<file path="config.mk">
export PLATFORM = sky130hd
export DESIGN_NAME = flash_prot_ctrl
export DESIGN_NICKNAME = d
export VERILOG_FILES = /design/src/rtl/flash_prot_pkg.sv /design/src/rtl/fp_hw_guard.sv /design/src/rtl/fp_regs.sv /design/src/rtl/fp_err_det.sv /design/src/rtl/fp_mode_gate.sv /design/src/rtl/flash_prot_ctrl.sv
export SDC_FILE = /design/constraint.sdc
export NUM_CORES = 1
export LEC_CHECK = 0
export ABC_AREA = 1
export BUFFER_PORTS_ARGS = -buffer_cell sky130_fd_sc_hd__buf_2
export CAP_MARGIN = 20
export CORE_UTILIZATION = 51
export DETAILED_ROUTE_END_ITERATION = 10
export GPL_TIMING_DRIVEN = 0
export PLACE_DENSITY_LB_ADDON = 0.15
export SYNTH_ARGS = -nofsm -noshare
export SYNTH_HDL_FRONTEND = slang
export SYNTH_SLANG_ARGS = --single-unit
</file>
<file path="constraint.sdc">
create_clock -name clk_i -period 2.3 [get_ports clk_i]
set_clock_uncertainty 0.2 [all_clocks]
set_input_delay 0.115 -clock clk_i [delete_from_list [all_inputs] [get_ports clk_i]]
set_output_delay 0.115 -clock clk_i [all_outputs]
set_load 0.02 [all_outputs]
</file>
<file path="src/rtl/flash_prot_pkg.sv">
package flash_prot_pkg;
  localparam logic [2:0] LP_SSTBY = 3'd2;  // first mode code that protects
  localparam logic [2:0] LP_HSTBY = 3'd3;

  localparam int unsigned CTL_SWE = 7;
  localparam int unsigned CTL_ERS = 1;
  localparam int unsigned CTL_PRG = 0;
  localparam int unsigned STS_ERR = 7;

  typedef struct packed {
    logic swe;
    logic ers;
    logic prg;
  } ctl_t;
endpackage

</file>
<file path="src/rtl/fp_hw_guard.sv">
module fp_hw_guard
  import flash_prot_pkg::*;
(
  input  logic       wr_en_pin_i,
  input  logic [2:0] lp_mode_i,
  output logic       hw_prot_o,
  output logic       err_clr_o
);
  always_comb begin
    hw_prot_o = !wr_en_pin_i || (lp_mode_i >= LP_SSTBY);
    err_clr_o = (lp_mode_i == LP_HSTBY);
  end
endmodule

</file>
<file path="src/rtl/fp_regs.sv">
module fp_regs
  import flash_prot_pkg::*;
#(
  parameter int unsigned REG_W  = 8,
  parameter int unsigned EBR_N  = 2,
  parameter int unsigned ADDR_W = 2,
  localparam int unsigned BLK_N = REG_W * EBR_N
) (
  input  logic              clk_i,
  input  logic              rst_ni,
  input  logic              hw_prot_i,
  input  logic              we_i,
  input  logic [ADDR_W-1:0] addr_i,
  input  logic [REG_W-1:0]  wdata_i,
  input  logic              err_i,
  output ctl_t              ctl_o,
  output logic [BLK_N-1:0]  ebr_o,
  output logic [REG_W-1:0]  rdata_o
);
  localparam logic [ADDR_W-1:0] A_CTL = ADDR_W'(0);
  localparam logic [ADDR_W-1:0] A_STS = ADDR_W'(1);

  ctl_t                         ctl_q;
  logic [EBR_N-1:0][REG_W-1:0]  ebr_q;

  always_ff @(posedge clk_i or negedge rst_ni) begin
    if (!rst_ni) begin
      ctl_q <= '0;
    end else if (hw_prot_i) begin
      ctl_q <= '0;
    end else if (we_i && addr_i == A_CTL) begin
      ctl_q.swe <= wdata_i[CTL_SWE];
      ctl_q.ers <= wdata_i[CTL_ERS];
      ctl_q.prg <= wdata_i[CTL_PRG];
    end
  end

  for (genvar g = 0; g < EBR_N; g++) begin : g_ebr
    localparam logic [ADDR_W-1:0] A_EBR = ADDR_W'(g + 2);
    always_ff @(posedge clk_i or negedge rst_ni) begin
      if (!rst_ni) begin
        ebr_q[g] <= '0;
      end else if (hw_prot_i) begin
        ebr_q[g] <= '0;
      end else if (we_i && addr_i == A_EBR) begin
        ebr_q[g] <= wdata_i;
      end
    end
  end

  always_comb begin
    rdata_o = '0;
    if (addr_i == A_CTL) begin
      rdata_o[CTL_SWE] = ctl_q.swe;
      rdata_o[CTL_ERS] = ctl_q.ers;
      rdata_o[CTL_PRG] = ctl_q.prg;
    end else if (addr_i == A_STS) begin
      rdata_o[STS_ERR] = err_i;
    end else begin
      for (int i = 0; i < EBR_N; i++) begin
        if (addr_i == ADDR_W'(i + 2)) rdata_o = ebr_q[i];
      end
    end
  end

  assign ctl_o = ctl_q;
  assign ebr_o = ebr_q;

  a_r3_hw_wipe: assert property (@(posedge clk_i) disable iff (!rst_ni)
    hw_prot_i |=> (ctl_o == '0) && (ebr_o == '0));
endmodule

</file>
<file path="src/rtl/fp_err_det.sv">
module fp_err_det (
  input  logic clk_i,
  input  logic rst_ni,
  input  logic busy_i,
  input  logic ev_flash_rd_i,
  input  logic ev_exc_i,
  input  logic ev_sleep_i,
  input  logic ev_bus_lost_i,
  input  logic clr_i,
  output logic err_o
);
  logic any_ev;
  logic err_q;

  assign any_ev = ev_flash_rd_i | ev_exc_i | ev_sleep_i | ev_bus_lost_i;

  always_ff @(posedge clk_i or negedge rst_ni) begin
    if (!rst_ni) begin
      err_q <= 1'b0;
    end else if (clr_i) begin
      err_q <= 1'b0;
    end else if (busy_i && any_ev) begin
      err_q <= 1'b1;
    end
  end

  assign err_o = err_q;

  a_r8_misuse_latch: assert property (@(posedge clk_i) disable iff (!rst_ni)
    busy_i && any_ev |=> err_o);
  a_r9_idle_quiet: assert property (@(posedge clk_i) disable iff (!rst_ni)
    !busy_i && !err_o |=> !err_o);
  a_r10_sticky: assert property (@(posedge clk_i) disable iff (!rst_ni)
    err_o && !clr_i |=> err_o);
endmodule

</file>
<file path="src/rtl/fp_mode_gate.sv">
module fp_mode_gate
  import flash_prot_pkg::*;
#(
  parameter int unsigned BLK_N = 16
) (
  input  logic             hw_prot_i,
  input  logic             err_i,
  input  ctl_t             ctl_i,
  input  logic [BLK_N-1:0] ebr_i,
  output logic             prog_en_o,
  output logic             erase_en_o,
  output logic [BLK_N-1:0] blk_mask_o
);
  logic allow;

  assign allow      = ctl_i.swe && !err_i && !hw_prot_i;
  assign prog_en_o  = allow && ctl_i.prg && !ctl_i.ers;
  assign erase_en_o = allow && ctl_i.ers && !ctl_i.prg;

  for (genvar b = 0; b < BLK_N; b++) begin : g_blk
    assign blk_mask_o[b] = ebr_i[b] & erase_en_o;
  end
endmodule

</file>
<file path="src/rtl/flash_prot_ctrl.sv">
module flash_prot_ctrl
  import flash_prot_pkg::*;
#(
  parameter int unsigned REG_W  = 8,
  parameter int unsigned EBR_N  = 2,
  localparam int unsigned BLK_N  = REG_W * EBR_N,
  localparam int unsigned ADDR_W = $clog2(EBR_N + 2)
) (
  input  logic              clk_i,
  input  logic              rst_ni,
  input  logic              wr_en_pin_i,
  input  logic [2:0]        lp_mode_i,
  input  logic              reg_we_i,
  input  logic [ADDR_W-1:0] reg_addr_i,
  input  logic [REG_W-1:0]  reg_wdata_i,
  output logic [REG_W-1:0]  reg_rdata_o,
  input  logic              ev_flash_rd_i,
  input  logic              ev_exc_i,
  input  logic              ev_sleep_i,
  input  logic              ev_bus_lost_i,
  output logic              prog_en_o,
  output logic              erase_en_o,
  output logic [BLK_N-1:0]  blk_erase_o,
  output logic              err_o
);
  logic             hw_prot;
  logic             err_clr;
  ctl_t             ctl;
  logic [BLK_N-1:0] ebr;
  logic             err;

  fp_hw_guard u_guard (
    .wr_en_pin_i (wr_en_pin_i),
    .lp_mode_i   (lp_mode_i),
    .hw_prot_o   (hw_prot),
    .err_clr_o   (err_clr)
  );

  fp_regs #(.REG_W(REG_W), .EBR_N(EBR_N), .ADDR_W(ADDR_W)) u_regs (
    .clk_i     (clk_i),
    .rst_ni    (rst_ni),
    .hw_prot_i (hw_prot),
    .we_i      (reg_we_i),
    .addr_i    (reg_addr_i),
    .wdata_i   (reg_wdata_i),
    .err_i     (err),
    .ctl_o     (ctl),
    .ebr_o     (ebr),
    .rdata_o   (reg_rdata_o)
  );

  fp_err_det u_err (
    .clk_i         (clk_i),
    .rst_ni        (rst_ni),
    .busy_i        (prog_en_o | erase_en_o),
    .ev_flash_rd_i (ev_flash_rd_i),
    .ev_exc_i      (ev_exc_i),
    .ev_sleep_i    (ev_sleep_i),
    .ev_bus_lost_i (ev_bus_lost_i),
    .clr_i         (err_clr),
    .err_o         (err)
  );

  fp_mode_gate #(.BLK_N(BLK_N)) u_gate (
    .hw_prot_i  (hw_prot),
    .err_i      (err),
    .ctl_i      (ctl),
    .ebr_i      (ebr),
    .prog_en_o  (prog_en_o),
    .erase_en_o (erase_en_o),
    .blk_mask_o (blk_erase_o)
  );

  assign err_o = err;

  a_r1_pin_abort: assert property (@(posedge clk_i) disable iff (!rst_ni)
    !wr_en_pin_i |-> !prog_en_o && !erase_en_o && (blk_erase_o == '0));
  a_r2_lp_abort: assert property (@(posedge clk_i) disable iff (!rst_ni)
    (lp_mode_i >= LP_SSTBY) |-> !prog_en_o && !erase_en_o);
  a_r4_swe_gate: assert property (@(posedge clk_i) disable iff (!rst_ni)
    !ctl.swe |-> !prog_en_o && !erase_en_o);
  a_r5_exclusive: assert property (@(posedge clk_i) disable iff (!rst_ni)
    !(prog_en_o && erase_en_o));
  a_r7_mask_idle: assert property (@(posedge clk_i) disable iff (!rst_ni)
    !erase_en_o |-> (blk_erase_o == '0));
  a_r11_err_lock: assert property (@(posedge clk_i) disable iff (!rst_ni)
    err_o |-> !prog_en_o && !erase_en_o);
endmodule

</file>
; ---- Yosys cells after proc, flatten, opt, wreduce, memory -nomap -nowiden
; Index checks and enable logic that the tools add are counted.
[word_totals]
memories = 0
latchBits = 0
input_bits = 21
ram_bits = 0
register_bits = 20
romBits = 0
[classes]
mux = 15
n_eq_ne = 4
n_reduce_logical = 21
div_mod_pow = 0
multipliers = 0
n_addsub = 0
shift = 0
order_cmp = 1
bitwise_logic = 20
[ops]
columns = cell, count
row1 = 2-to-1 mux 8 bit, 6
row2 = bitwise AND 1 bit, 16
row3 = logical AND 1 bit, 10
row4 = nonzero test 2 bit, 4
row5 = 2-to-1 mux 7 bit, 1
row6 = 2-to-1 mux 3 bit, 2
row7 = logical NOT 1 bit, 5
row8 = 2-to-1 mux 5 bit, 1
row9 = "== test 2 bit, second input constant", 2
row10 = 2-to-1 mux 1 bit, 4
row11 = bitwise OR 1 bit, 4
row12 = "== test 3 x 2 -> 1 bit, second input constant", 1
row13 = "greater-or-equal comparator 3 x 2 -> 1 bit, second input constant", 1
row14 = "== test 2 x 1 -> 1 bit, second input constant", 1
row15 = logical NOT 2 bit, 1
row16 = 2-to-1 mux 2 bit, 1
row17 = logical OR 1 bit, 1

; ---- Logic depth before layout (Yosys ltp)
; Gate-level depths: netlist of the first run.
[logic_depth]
depth_word = 10
mapped_depth = 7

; ---- Modules after synthesis
; From an unflattened synthesis of the first run, not the netlist that was laid out.
[unflattened]
cells_unflattened = 188
area_unflattened_um2 = 1320.0
[by_module_without_submodules]
columns = module, instances, cells_per_inst, area_each_um2
row1 = fp_regs, 1, 133, 987.2
row2 = fp_mode_gate, 1, 41, 251.5
row3 = fp_err_det, 1, 7, 52.6
row4 = fp_hw_guard, 1, 4, 17.5
row5 = flash_prot_ctrl, 1, 3, 11.3

; ---- Worst setup path before layout of the first run
; Ideal clock, no wire load.
[synth_path]
kind = reg2out
start = register u_err.err_q, in the netlist u_err.err_o
end = output port prog_en_o
arrival_time_ps = 1382
slack_ps = 603
required_ps = 1985
stages_incl_launch_ff = 4
path_cell_list = dfrtp_1 -> inv_1 -> nand2_1 -> nor4_1
[synth_between]
elab_chain_cells = 5
[synth_lines]
columns = item, line_no
row1 = "start, declared", fp_err_det.sv:13  ; logic err_q;
row2 = "start signal, assigned", fp_err_det.sv:19  ; err_q <= 1'b0;
row3 = "start signal, assigned", fp_err_det.sv:21  ; err_q <= 1'b0;
row4 = "start signal, assigned", fp_err_det.sv:23  ; err_q <= 1'b1;
row5 = logical NOT 1 bit, fp_mode_gate.sv:16  ; assign allow = ctl_i.swe && !err_i && !hw_prot_i;
row6 = logical AND 1 bit (2 in a row), fp_mode_gate.sv:16
row7 = logical AND 1 bit (2 in a row), fp_mode_gate.sv:17  ; assign prog_en_o = allow && ctl_i.prg && !ctl_i.ers;
row8 = "end, declared", flash_prot_ctrl.sv:21  ; output logic prog_en_o,
; Every way passes these cells.

; ---- Final worst setup path of the first run
[layout_path]
start = input port lp_mode_i[2]
end = output port blk_erase_o[8]
[layout_between]
elab_chain_cells = 7
[layout_lines]
columns = item, line_no
row1 = "start, declared", flash_prot_ctrl.sv:12  ; input logic [2:0] lp_mode_i,
row2 = greater-or-equal comparator 3 x 2 -> 1 bit, fp_hw_guard.sv:10  ; hw_prot_o = !wr_en_pin_i || (lp_mode_i >= LP_SSTBY);
row3 = logical OR 1 bit, fp_hw_guard.sv:10
row4 = logical NOT 1 bit, fp_mode_gate.sv:16
row5 = logical AND 1 bit, fp_mode_gate.sv:16
row6 = logical AND 1 bit (2 in a row), fp_mode_gate.sv:18  ; assign erase_en_o = allow && ctl_i.ers && !ctl_i.prg;
row7 = bitwise AND 1 bit, fp_mode_gate.sv:21  ; assign blk_mask_o[b] = ebr_i[b] & erase_en_o;
row8 = "end, declared", flash_prot_ctrl.sv:23  ; output logic [BLK_N-1:0] blk_erase_o,
; Every way passes these cells.

==> summary.txt, run 1 <==
Cells and area
  – Area grow syn2layout: 33.7%
  – Antenna diodes: 0
  – Most common cell after layout, fill and taps aside: buf_2
  – Fraction of layout cells with a size suffix above 1: 0.335
  – Design area: 0.00164 mm²
  – Most frequent cells in the layout: 47 x buf_2, 31 x inv_1, 26 x nand2_1, 20 x nor2_1, 20 x dfrtp_1
  – Nets: 238

Worst setup path
  – Crit path buf inv count: 5
  – CP Capture Type: primary output
  – Crit Path Class: input pin to primary output
  – CP max FO: 10
  – CP cell instances: dlygate4sd3_1, buf_2, nor2_2, nand2_2, buf_6, nor2_8, nand2_4, buf_12, nor2_4, buf_2
  – Critical path's top delay family: buffers and inverters
  – CP peak stage delay: 540 ps
  – Critical path launch point type: input pin
  – R2r setup slk: 1040 ps
  – Critical path arrival: 1720 ps
  – Slowest-stage cell, CP: dlygate4sd3_1
  – Crit path required time: 1990 ps
  – Most frequent CP cell: buf_2

Pwr
  – Pwr Density: 382 mW/mm²
  – Peak VDD IR: 0.000265 V
  – Lkg Pwr: 0.851 nW

Floorplanning
  – Die Wd: 51.0 µm
  – Initial core utilization: 0.549
  – Vert. Die Dim: 51.0 µm
  – Full die area: 0.00260 mm²
  – Row count: 17
  – Boundary pin count: 48
  – Core Box Area: 0.00223 mm²

STA
  – Min cycle time layout: 2040 ps
  – Worst slew margin: 0.700
  – Slew @ Worst Pin: 450 ps
  – Final setup violation count: 0
  – Final setup TNS: 0 ps
  – Tcrit/Tclk final: 0.886
  – Max Slew Vio Count: 0
  – F_max: 491 MHz
  – RSZ-0062 raised after global routing: false
  – Final hold violations: 0

Synthesis
  – Synth Warn #: 0
  – Avg Synthesized Cell Area: 8.01 µm²
  – Number of synthesized flops with an enable pin: 0
  – Synth top area share: 0.408
  – Distinct cells, synth: 23
  – Synth area leaders: dfrtp_1 41%, nor2_4 10%, inv_1 9.5%
  – Async set-or-reset flop fraction in the synthesized netlist: 1.00
  – Main flop type after synthesis: dfrtp_1
  – Register area share after synthesis: 0.408
  – Syn Inst Count: 153
  – Post-synth top area cell: dfrtp_1
  – Post-Synthesis Cell Area: 0.00123 mm²
  – Post-Syn Nets: 174
  – Synth Register Bits: 20

CTS
  – Max clock buf depth: 2
  – Hold buffer count at cts: 12
  – Cts bufs inserted: 3
  – Resized cells post-CTS: 0
  – Clk root buf: clkbuf_4
  – Setup Fix Bufs, Post-CTS: 0
  – Worst-path clk slew: 110 ps
  – CTS tree: built
  – H-Tree Depth: 1
  – Clk sinks: 20
  – Clock Latency Late Sink: 300 ps

GRT
  – GRT overflow: 0
  – Largest net degree at the start of global routing: 21
  – Total track usage: 0.268
  – First-pass GRT wire length: 5080 µm
  – Initial antenna violation count: 0
  – Vias in the first global route: 1235

Routing
  – Starting DRC count in detailed routing: 32
  – DRC errors left: 0
  – Via-per-instance ratio: 5.08
  – Final ANT Viol Nets: 0
  – Wire length per cell: 12.5 µm
  – First-pass detailed-route iteration total: 4
  – Final wirelength: 3030 µm
  – Vias: 1235

Placed design
  – Area post-placement: 0.00150 mm²
  – PortBufs: 47
  – Placer Congestion: 0.774
  – DP HPWL: 2170 µm

Worst hold path
  – Worst hold path class: input pin to flip-flop

Job
  – Max-cap violation count: 0

Run status
  – Status: completed
==> registers in the layout, indices dropped and copies added (netlist names) <==
register	count
u_regs.ctl_o	3
u_err.err_o	1
u_regs.ebr_o	16
==> power breakdown <==
group	switching [mW]	internal [mW]
Clock	0.108	0.0611
Combinational	0.0575	0.0407
Sequential	0.00194	0.357
==> routing by layer <==
metal | wire length, µm | GRT usage
met2 | 1640 | 0.500
met1 | 1210 | 0.291
met4 | 44 | 0.130
met5 | 0 | 0
met3 | 135 | 0.0387
==> cell type report <==
type,count,area [µm²]
multi-input cells,98,563
inverters,32,120
plain buffers,3,42.5
well taps,28,35.0
repair buffers,59,355
clock buffers,3,22.5
flip-flops and latches,20,500
fillers,212,594
==> final timing paths <==
path | from | endpoint | cells past startpoint
worst min-delay path | ev_flash_rd_i | u_err.err_o | 5
worst max-delay path | lp_mode_i[2] | blk_erase_o[8] | 10
min in group asynchronous | rst_ni | u_err.err_o | 2
worst min register to register | u_regs.ebr_o[0] | u_regs.ebr_o[0] | 2
max in group asynchronous | rst_ni | u_regs.ebr_o[5] | 2
worst max register to register | u_err.err_o | u_err.err_o | 5
==> synth_stat cells, types with 2 or more instances <==
library cell	count
dfrtp_1	20
o22ai_1	5
o21ai_1	2
nor2_4	11
nand2_1	26
nand3_1	5
inv_1	31
nand2_2	3
o21ai_0	15
nor2_1	20
buf_6	2
o221ai_1	2
==> worst reg2reg max path, cell delays in order (launching register included) <==
cell and delay [ps]:
dfrtp_1 400, inv_1 70, nand2_1 150, nor2_8 160
o211ai_1 90, a21oi_1 120
==> metrics by stage <==
step	hold slack, ps	utilization	total power [mW]	worst slack (ps)	cells
after floorplan	-381	-	0.410	603	153
after global routing	42.3	0.734	0.650	169	243
after CTS	18.8	0.734	0.625	273	243
final	12.4	0.734	0.626	263	243
after global placement	-115	0.670	0.446	741	228
after detailed placement	-115	0.670	0.449	716	228
==> logic make-up after synthesis <==
kind of cell    count (synthesis)  share of synthesized area
simple gates                   69                      0.313
flops                          20                      0.408
compound gates                 29                      0.146
buf+inv                        35                      0.133
Power figures use the tool's default switching activity.
==> run 2: changes to the inputs <==
Settings changed: CELL_PAD_IN_SITES_DETAIL_PLACEMENT from default to 1, CELL_PAD_IN_SITES_GLOBAL_PLACEMENT from default to 1, CORE_UTILIZATION 51 to 36.
==> summary.txt, run 2 (synthesized netlist as in run 1, its figures left out) <==
Run status
  – Status: completed

Cells and area
  – Fraction of layout cells with a size suffix above 1: 0.333 (-0.00155)
  – Antenna diodes: 0 (unchanged)
  – Most frequent cells in the layout: 47 x buf_2, 31 x inv_1, 26 x nand2_1, 20 x nor2_1, 20 x dfrtp_1
  – Area grow syn2layout: 40.2%
  – Design area: 0.00172 mm² (+4.9%)
  – Most common cell after layout, fill and taps aside: buf_2
  – Nets: 241 (+1.3%)
  – Max reg flops: 16 (unchanged)
  – Final core utilization: 0.545 (-0.189)

Floorplanning
  – Boundary pin count: 48 (unchanged)
  – Die Wd: 60.4 µm (+18%)
  – Vert. Die Dim: 60.4 µm (+18%)
  – Core Box Area: 0.00315 mm² (+41%)
  – Initial core utilization: 0.389 (-0.160)
  – Row count: 20 (+3)
  – Full die area: 0.00364 mm² (+40%)

Placed design
  – DP HPWL: 2730 µm (+26%)
  – Placer Congestion: 0.807 (+4.3%)
  – PortBufs: 47 (unchanged)
  – Area post-placement: 0.00152 mm² (+1.3%)

GRT
  – GRT overflow: 0 (unchanged)
  – Global route hottest layer: met2
  – Met3 Usage GRT: 0.0213 (-0.0174)
  – Grt met2 use: 0.440 (-0.0604)
  – Largest net degree at the start of global routing: 21 (unchanged)
  – Total track usage: 0.243 (-0.0249)
  – First-pass GRT wire length: 6220 µm (+23%)
  – Met1 Use GR: 0.294 (+0.00253)
  – Initial antenna violation count: 0 (unchanged)
  – Vias in the first global route: 1304 (+5.6%)

Worst setup path
  – Crit path buf inv count: 5 (unchanged)
  – CP cell instances: dlygate4sd3_1, buf_2, nor2_2, nand2_2, buf_6, nor2_8, nand2_4, buf_12, nor2_4, buf_2
  – Reg2Reg Depth: 6 (+1)
  – FF-to-FF Start: u_err.err_o
  – Critical path arrival: 1770 ps (+50 ps)
  – Critical path launch point type: input pin
  – CP max FO: 10 (unchanged)
  – CP peak stage delay: 530 ps (about the same)
  – Crit path required time: 1990 ps (about the same)
  – CP startpoint: lp_mode_i[2]
  – R2r setup slk: 490 ps (-550 ps)
  – Critical path's top delay family: buffers and inverters
  – CP Capture Type: primary output
  – Most frequent CP cell: buf_2
  – Crit Path Class: input pin to primary output
  – Slowest-stage cell, CP: dlygate4sd3_1
  – RR Endpoint: u_err.err_o

CTS
  – Clock Latency Late Sink: 320 ps (+20 ps)
  – Worst-path clk slew: 130 ps (+20 ps)
  – Setup Fix Bufs, Post-CTS: 0 (unchanged)
  – Clk root buf: clkbuf_4
  – Clk sinks: 20 (unchanged)
  – CTS tree: built
  – H-Tree Depth: 1 (unchanged)
  – Cts bufs inserted: 3 (unchanged)
  – Max clock buf depth: 2 (unchanged)

STA
  – Min cycle time layout: 2090 ps (+48.2 ps)
  – Tcrit/Tclk final: 0.907 (+0.0210)
  – Worst slew margin: 0.670 (-0.0301)
  – Final setup violation count: 0 (unchanged)
  – F_max: 480 MHz (-2.3%)
  – RSZ-0062 raised after global routing: false
  – Final setup TNS: 0 ps (unchanged)
  – Slew @ Worst Pin: 496 ps (+45.1 ps)
  – Max Slew Vio Count: 0 (unchanged)
  – Final hold violations: 0 (unchanged)

Pwr
  – Pwr Density: 444 mW/mm² (+16%)
  – Peak VDD IR: 0.000178 V (-33%)
  – Power Total: 0.763 mW (+22%)
  – Lkg Pwr: 0.886 nW (+4.1%)

Worst hold path
  – Worst Hold End: u_regs.ebr_o[5]
  – Worst hold path class: input pin to flip-flop
  – WHS Path Cells: 5 (unchanged)
  – Hold path startpoint: wr_en_pin_i

Routing
  – Wire length per cell: 15.0 µm (+20%)
  – DRC errors left: 0 (unchanged)
  – Final wirelength: 3940 µm (+30%)
  – Final ANT Viol Nets: 0 (unchanged)
  – First-pass detailed-route iteration total: 3 (-1)
  – Starting DRC count in detailed routing: 27 (-16%)
  – Via-per-instance ratio: 4.76 (-6.4%)
  – Vias: 1251 (+1.3%)

Job
  – Max-cap violation count: 0 (unchanged)
==> run 2: where the power goes <==
part / total (mW) / switching, mW / leakage, nW / internal (mW)
clock network: 0.301 / 0.125 / 0.0279 / 0.177
registers: 0.360 / 0.00208 / 0.277 / 0.357
logic: 0.103 / 0.0617 / 0.581 / 0.0411
==> run 2: worst max path at each step <==
| stage | to | slack [ps] | depth (start not counted) |
|---|---|---|---|
| after floorplan | prog_en_o | 600 | 3 |
| after global placement | blk_erase_o[1] | 720 | 7 |
| after detailed placement | blk_erase_o[1] | 700 | 7 |
| after CTS | blk_erase_o[1] | 230 | 10 |
| after global routing | blk_erase_o[1] | 90 | 10 |
| final | blk_erase_o[1] | 210 | 10 |
==> run 2: worst register-to-register path, stage by stage (launching register included) <==
cell and delay [ps]:
dfrtp_1 410, inv_1 80, nand2_1 140, nor2_8 160, o211ai_1 90, a21oi_1 130
dlygate4sd3_1 560
==> run 2: metrics by stage <==
stage          hold slack [ps]  setup WS, ps  instances
3_5_place_dp             -98.5           699        244
2_1_floorplan             -381           603        153
6_report                  52.0           215        263
5_1_grt                    101          85.7        263
3_3_place_gp              -106           717        244
4_1_cts                   52.9           229        263
==> run 2: routing by layer <==
| layer | up-vias | part of all wire |
|---|---|---|
| met1 | 603 | 0.43 |
| met4 | 0 | 0.013 |
| met3 | 5 | 0.036 |
| met5 | - | 0 |
| met2 | 35 | 0.52 |
| li1 | 608 | - |
==> run 2: final cells by class <==
cell class	instances	area, µm²
clock buffers	3	22.5
well taps	44	55.1
flip-flops and latches	20	500
multi-input cells	98	563
clock inverters	1	30.0
plain buffers	3	42.5
inverters	32	120
fillers	418	1430
repair buffers	62	385
==> run 2: what timing repair did <==
item,4_1_cts,5_1_grt
gates resized for setup,0,0
hold endpoints to repair,40,0
hold buffers,15,0
